===== src/rtl/mcs_pkg.sv =====
package mcs_pkg;
  typedef enum logic [1:0] {
    SRC_TTL  = 2'd0,
    SRC_WIN  = 2'd1,
    SRC_ICR  = 2'd2,
    SRC_NONE = 2'd3
  } src_e;

  localparam int MIN_CH   = 128;
  localparam int MAX_K    = 5;
  localparam int ADDR_W   = $clog2(MIN_CH) + MAX_K;

  localparam logic [1:0] SEL_CTRL  = 2'd0;
  localparam logic [1:0] SEL_WIN   = 2'd1;
  localparam logic [1:0] SEL_DWELL = 2'd2;
endpackage


===== src/rtl/mcs_cfg_regs.sv =====
module mcs_cfg_regs
  import mcs_pkg::*;
#(
  parameter int CODE_W  = 12,
  parameter int DWELL_W = 26
) (
  input  logic               clk,
  input  logic               rst,
  input  logic               we,
  input  logic [1:0]         sel,
  input  logic [31:0]        wdata,
  output src_e               src,
  output logic [2:0]         len_k,
  output logic               sweep,
  output logic [CODE_W-1:0]  win_lo,
  output logic [CODE_W-1:0]  win_hi,
  output logic [DWELL_W-1:0] dwell_n
);
  wire unused_wdata = ^wdata;

  always_ff @(posedge clk) begin
    if (rst) begin
      src     <= SRC_TTL;
      len_k   <= '0;
      sweep   <= 1'b0;
      win_lo  <= '0;
      win_hi  <= '1;
      dwell_n <= DWELL_W'(1);
    end else if (we) begin
      case (sel)
        SEL_CTRL: begin
          src   <= src_e'(wdata[1:0]);
          len_k <= wdata[4:2];
          sweep <= wdata[5];
        end
        SEL_WIN: begin
          win_lo <= wdata[CODE_W-1:0];
          win_hi <= wdata[16 +: CODE_W];
        end
        SEL_DWELL: dwell_n <= wdata[DWELL_W-1:0];
        default: ;
      endcase
    end
  end
endmodule


===== src/rtl/mcs_event_sel.sv =====
module mcs_event_sel
  import mcs_pkg::*;
#(
  parameter int CODE_W = 12,
  parameter int SYNC_N = 2
) (
  input  logic              clk,
  input  logic              rst,
  input  src_e              src,
  input  logic              ttl_in,
  input  logic              adc_valid,
  input  logic [CODE_W-1:0] adc_code,
  input  logic [CODE_W-1:0] win_lo,
  input  logic [CODE_W-1:0] win_hi,
  input  logic              icr_strobe,
  output logic              ev
);
  localparam int SH_W = SYNC_N + 1;

  logic [SH_W-1:0] ttl_sh;
  logic            ttl_rise;
  logic            in_win;
  logic            ev_d;

  assign ttl_rise = ttl_sh[SH_W-2] & ~ttl_sh[SH_W-1];
  assign in_win   = adc_valid && (adc_code >= win_lo) && (adc_code <= win_hi);

  always_comb begin
    case (src)
      SRC_TTL: ev_d = ttl_rise;
      SRC_WIN: ev_d = in_win;
      SRC_ICR: ev_d = icr_strobe;
      default: ev_d = 1'b0;
    endcase
  end

  always_ff @(posedge clk) begin
    if (rst) begin
      ttl_sh <= '0;
      ev     <= 1'b0;
    end else begin
      ttl_sh <= {ttl_sh[SH_W-2:0], ttl_in};
      ev     <= ev_d;
    end
  end
endmodule


===== src/rtl/mcs_dwell_timer.sv =====
module mcs_dwell_timer #(
  parameter int TICK_DIV = 1250,
  parameter int DWELL_W  = 26
) (
  input  logic               clk,
  input  logic               rst,
  input  logic               clear,
  input  logic               run,
  input  logic [DWELL_W-1:0] dwell_n,
  output logic               bound
);
  localparam int PW = (TICK_DIV > 1) ? $clog2(TICK_DIV) : 1;

  logic [PW-1:0]      presc;
  logic [DWELL_W-1:0] dcnt;
  logic [DWELL_W-1:0] term_m1;
  logic               tick;
  logic               dlast;

  assign tick    = (presc == PW'(TICK_DIV - 1));
  assign term_m1 = (dwell_n == '0) ? '0 : dwell_n - 1'b1;
  assign dlast   = (dcnt >= term_m1);
  assign bound   = run && tick && dlast;

  always_ff @(posedge clk) begin
    if (rst || clear) begin
      presc <= '0;
      dcnt  <= '0;
    end else if (run) begin
      presc <= tick ? '0 : presc + 1'b1;
      if (tick) dcnt <= dlast ? '0 : dcnt + 1'b1;
    end
  end
endmodule


===== src/rtl/mcs_binner.sv =====
module mcs_binner
  import mcs_pkg::*;
#(
  parameter int TICK_DIV = 1250,
  parameter int DWELL_W  = 26,
  parameter int CODE_W   = 12,
  parameter int CNT_W    = 32
) (
  input  logic              clk,
  input  logic              rst,
  input  logic              reg_we,
  input  logic [1:0]        reg_sel,
  input  logic [31:0]       reg_wdata,
  input  logic              start,
  input  logic              stop,
  input  logic              ttl_in,
  input  logic              adc_valid,
  input  logic [CODE_W-1:0] adc_code,
  input  logic              icr_strobe,
  output logic              mem_we,
  output logic [11:0]       mem_addr,
  output logic [CNT_W-1:0]  mem_data,
  output logic              busy,
  output logic              done
);
  src_e               src;
  logic [2:0]         len_k;
  logic               sweep;
  logic [CODE_W-1:0]  win_lo;
  logic [CODE_W-1:0]  win_hi;
  logic [DWELL_W-1:0] dwell_n;
  logic               ev;
  logic               bound;
  logic [ADDR_W-1:0]  addr;
  logic [ADDR_W-1:0]  last_addr;
  logic [ADDR_W:0]    nch;
  logic [2:0]         k_eff;
  logic [CNT_W-1:0]   count;
  logic [CNT_W-1:0]   count_nxt;

  mcs_cfg_regs #(.CODE_W(CODE_W), .DWELL_W(DWELL_W)) u_regs (
    .clk(clk), .rst(rst), .we(reg_we), .sel(reg_sel), .wdata(reg_wdata),
    .src(src), .len_k(len_k), .sweep(sweep),
    .win_lo(win_lo), .win_hi(win_hi), .dwell_n(dwell_n)
  );

  mcs_event_sel #(.CODE_W(CODE_W)) u_evsel (
    .clk(clk), .rst(rst), .src(src), .ttl_in(ttl_in),
    .adc_valid(adc_valid), .adc_code(adc_code),
    .win_lo(win_lo), .win_hi(win_hi), .icr_strobe(icr_strobe), .ev(ev)
  );

  mcs_dwell_timer #(.TICK_DIV(TICK_DIV), .DWELL_W(DWELL_W)) u_timer (
    .clk(clk), .rst(rst), .clear(start),
    .run(busy && !start && !stop), .dwell_n(dwell_n), .bound(bound)
  );

  assign k_eff     = (len_k > 3'(MAX_K)) ? 3'(MAX_K) : len_k;
  assign nch       = (ADDR_W+1)'(MIN_CH) << k_eff;
  assign last_addr = ADDR_W'(nch - 1'b1);
  assign count_nxt = (ev && !(&count)) ? count + 1'b1 : count;

  always_ff @(posedge clk) begin
    if (rst) begin
      busy     <= 1'b0;
      done     <= 1'b0;
      count    <= '0;
      addr     <= '0;
      mem_we   <= 1'b0;
      mem_addr <= '0;
      mem_data <= '0;
    end else begin
      mem_we <= 1'b0;
      if (start) begin
        busy  <= 1'b1;
        done  <= 1'b0;
        count <= '0;
        addr  <= '0;
      end else if (stop) begin
        busy <= 1'b0;
      end else if (busy) begin
        if (bound) begin
          mem_we   <= 1'b1;
          mem_addr <= addr;
          mem_data <= count_nxt;
          count    <= '0;
          if (addr == last_addr) begin
            addr <= '0;
            if (!sweep) begin
              busy <= 1'b0;
              done <= 1'b1;
            end
          end else begin
            addr <= addr + 1'b1;
          end
        end else begin
          count <= count_nxt;
        end
      end
    end
  end
endmodule


===== config.mk =====
export PLATFORM = sky130hd
export DESIGN_NAME = mcs_binner
export DESIGN_NICKNAME = d
export VERILOG_FILES = /design/src/rtl/mcs_pkg.sv /design/src/rtl/mcs_cfg_regs.sv /design/src/rtl/mcs_event_sel.sv /design/src/rtl/mcs_dwell_timer.sv /design/src/rtl/mcs_binner.sv
export SDC_FILE = /design/constraint.sdc
export NUM_CORES = 1
export LEC_CHECK = 0
export ABC_AREA = 1
export BUFFER_PORTS_ARGS = -buffer_cell sky130_fd_sc_hd__buf_2
export CORE_ASPECT_RATIO = 1.75
export CORE_MARGIN = 8
export CORE_UTILIZATION = 62
export DETAILED_ROUTE_END_ITERATION = 6
export GPL_TIMING_DRIVEN = 0
export PLACE_DENSITY = 0.79
export SKIP_LAST_GASP = 1
export SYNTH_ARGS = -nofsm -noshare
export SYNTH_HDL_FRONTEND = slang
export SYNTH_SLANG_ARGS = --single-unit

===== constraint.sdc =====
create_clock -name clk -period 4.75 [get_ports clk]
set_input_delay 0.95 -clock clk [delete_from_list [all_inputs] [get_ports clk]]
set_output_delay 0.95 -clock clk [all_outputs]
set_load 0.02 [all_outputs]

==> results.toml <==
[place]
finalWeightedCongestion = 0.992
portBuffers = 95
place_area_mm2 = 0.0118
post-dp-hpwl_um = 27400

[yosys]
synth_top_family_by_area = "simple AND/OR/NAND/NOR gates"
synth_area_per_cell_um2 = 6.73
synth-compound-area-share = 0.136
yosys_most_used_dff = "dfxtp_1"
synth_fa_ha_area_frac = 0.0649
synth_edf_count = 0
syn_inst = 1635
ys_types = 51
synthSimpleGateAreaFrac = 0.332
ys_top_cells_by_area = "dfxtp_1 (34%), nand2_1 (14%), nor2_1 (7.3%)"
syn_area_mm2 = 0.0110
synth-xor-area-share = 0.0405
ys_seq_area_frac = 0.342
yosysMostFrequentCell = "nand2_1"
ys_warn_count = 0
synth_common_cells = "nand2_1 (405), nor2_1 (213), dfxtp_1 (188), inv_1 (154), a21oi_1 (149)"
async_reset_ff_frac = 0
synth_top_area_share = 0.342
yosys_register_bits = 188
muxShareOfSynthArea = 0
synth.largest_area_cell = "dfxtp_1"
syn_nets = 1746

[detailed_routing]
drc_errors = 0
vias = 11222
viasPerCell = 5.63
wl_um = 34600
first_pass_iters = 5
ant_nets = 0
drt_iter0_drc = 668
routedWlPerCell_um = 17.4

[run]
max_cap_viol_count = 0

[final_layout]
drive_above_1_share = 0.119
finalInstanceArea_mm2 = 0.0124
num-fill-cells = 1586
regArea_mm2 = 0.00376
area_delta_synth_final_pct = 12.3
multi_input_area_mm2 = 0.00631
fin_nets = 1860
antenna_cells = 0

[global_route]
grt_pass1_wl_um = 55000
antenna_found_initial = 0
grt_util_met3 = 0.0573
grtUsageMet1 = 0.289
globalRouteOverflowTotal = 0
grt_pass1_vias = 11252
grt_util_all_layers = 0.320
busiest_layer = "met2"
met2_usage = 0.593
grt_start_max_net_pins = 17

[worst_setup_path]
critPathKind = "flop to flop"
crit_path_end_kind = "flop"
r2r_cells = 21
crit_path_end = "mem_addr[1]"
crit_start = "u_regs.dwell_n[0]"
rrSetupSlack_ps = 450
cp-start-kind = "flop"
cp.required_ps = 5130
r2r-end = "mem_addr[1]"
cp.arrival_ps = 4670
rr_startpoint = "u_regs.dwell_n[0]"
path_max_fanout = 10

[timing]
fmax_ghz = 0.233
worst_pin_slew_ps = 829
max_slew_margin = 0.447
tns_ps = 0
post-route-min-period_ps = 4300
rsz0062_at_grt = "no"
finalHoldViolCount = 0
slew_viol_final = 0
finalSetupViolCount = 0
fin_skew_ps = 8.50
fin_crit_sh = 0.905

[floorplanning]
die_y_um = 192
core_area_mm2 = 0.0175
die_w_um = 117
start_util = 0.630
io_pins = 101
rows = 64
die_area_mm2 = 0.0224

[clocking]
clkTransAtPathRegs_ps = 70
holdBufCountCts = 0
cts_tree = "built"
clk_path_buf_depth = 2
clock_sinks = 188
cts-root-buf = "clkbuf_16"
postCtsSetupBuffers = 0
clock_latency_ps = 450
cts_max_level = 4
cts.repair.resized = 0
numCtsBuffers = 17

[status]
status = "finished, final reports clean"

[power]
ir_worst_vdd_uv = 194
power-per-cell-area_mw_per_mm2 = 281
p_leak_nw = 5.39

[hold_path]
min-delay-start = "u_evsel.ttl_sh[0]"
hp-class = "flop to flop"
routing by layer:
| layer | part of all wire | routed length (µm) | up-vias |
|---|---|---|---|
| li1 | - | - | 5564 |
| met1 | 0.34 | 11900 | 5140 |
| met2 | 0.53 | 18200 | 366 |
| met3 | 0.045 | 1560 | 152 |
| met4 | 0.086 | 2980 | 0 |
| met5 | 0 | 0 | - |
power breakdown:
part | internal (mW) | total (mW) | leakage (nW) | switching [mW]
combinational | 0.124 | 0.383 | 3.59 | 0.259
clock | 0.809 | 1.46 | 0.285 | 0.651
sequential | 1.60 | 1.63 | 1.52 | 0.0253
how the worst min path moves through the flow:
stage | to | slack, ps | depth (start not counted)
global route | u_evsel.ttl_sh[2] | 470 | 2
finish | u_evsel.ttl_sh[1] | 410 | 2
CTS | u_evsel.ttl_sh[1] | 410 | 2
detailed placement | u_evsel.ttl_sh[1] | 410 | 2
floorplan | u_evsel.ttl_sh[1] | 390 | 2
global placement | u_evsel.ttl_sh[1] | 400 | 2
flip-flops by register name, summed over array words and instances (netlist names), 2 cells and up:
name and count:
u_regs.dwell_n 26, u_regs.win_hi 12, u_regs.len_k 3, u_timer.dcnt 26, u_regs.win_lo 12, mem_addr 12
count 32, mem_data 32, u_timer.presc 11, addr 12, u_evsel.ttl_sh 3, u_regs.src 2
area by class of cell:
type	instances	area share
buffer	55	0.0212
clock buffer	20	0.0370
clock inverter	12	0.0109
inverter	176	0.0535
multi-input combinational	1216	0.511
sequential	188	0.305
tap	231	0.0234
timing repair buffer	95	0.0385
cells by family (layout without fill, tap and decap cells):
| logic type | after synthesis | after routing |
|---|---|---|
| flip-flops | 188 | 188 |
| XOR/XNOR | 50 | 50 |
| buffers and inverters | 231 | 358 |
| AND/OR/NAND/NOR | 827 | 827 |
| AO/OA/AOI/OAI | 282 | 282 |
| adder cells (fa/ha/maj) | 57 | 57 |
per-stage QoR:
| step | cells | worst slack, ps | hold WS [ps] | total power, mW | util |
|---|---|---|---|---|---|
| after floorplan | 1635 | 1690 | 388 | 1.91 | - |
| after global placement | 1961 | 565 | 400 | 2.03 | 0.674 |
| after detailed placement | 1961 | 575 | 407 | 2.04 | 0.674 |
| after CTS | 1993 | 535 | 414 | 3.47 | 0.708 |
| after global routing | 1993 | 153 | 472 | 3.58 | 0.708 |
| final | 1993 | 453 | 411 | 3.47 | 0.708 |
layout by cell type (no fill, tap or decap), types with 7 or more instances in the layout:
cell       count
nand2_1      405
nor2_1       213
dfxtp_1      188
inv_1        154
a21oi_1      149
buf_2        112
nand3_1       90
o21ai_0       77
ha_1          57
nand4_1       40
xor2_1        39
clkbuf_1      31
o21ai_1       27
nor3_1        19
inv_2         18
clkbuf_16     17
o211ai_1      13
xnor2_1       10
or2_2          7
nand3b_1       7
nor2_2         7
critical path: stages, from the launching register on:
cell and delay, ps:
dfxtp_1 360, inv_1 210, ha_1 240, nand3_2 190
nor3_2 360, nand3_1 220, nor4_1 410, or2_2 190
nand3b_1 80, ha_1 280, nand2_1 70, nor2_1 50
nand2_1 130, nor2_1 50, nand2_1 70, nand2_1 60
nor2_2 140, nand3_4 180, nand2_4 130, clkbuf_1 400
o21ai_0 230, nor2_1 160
No activity file was read; power rests on OpenSTA's default activity.
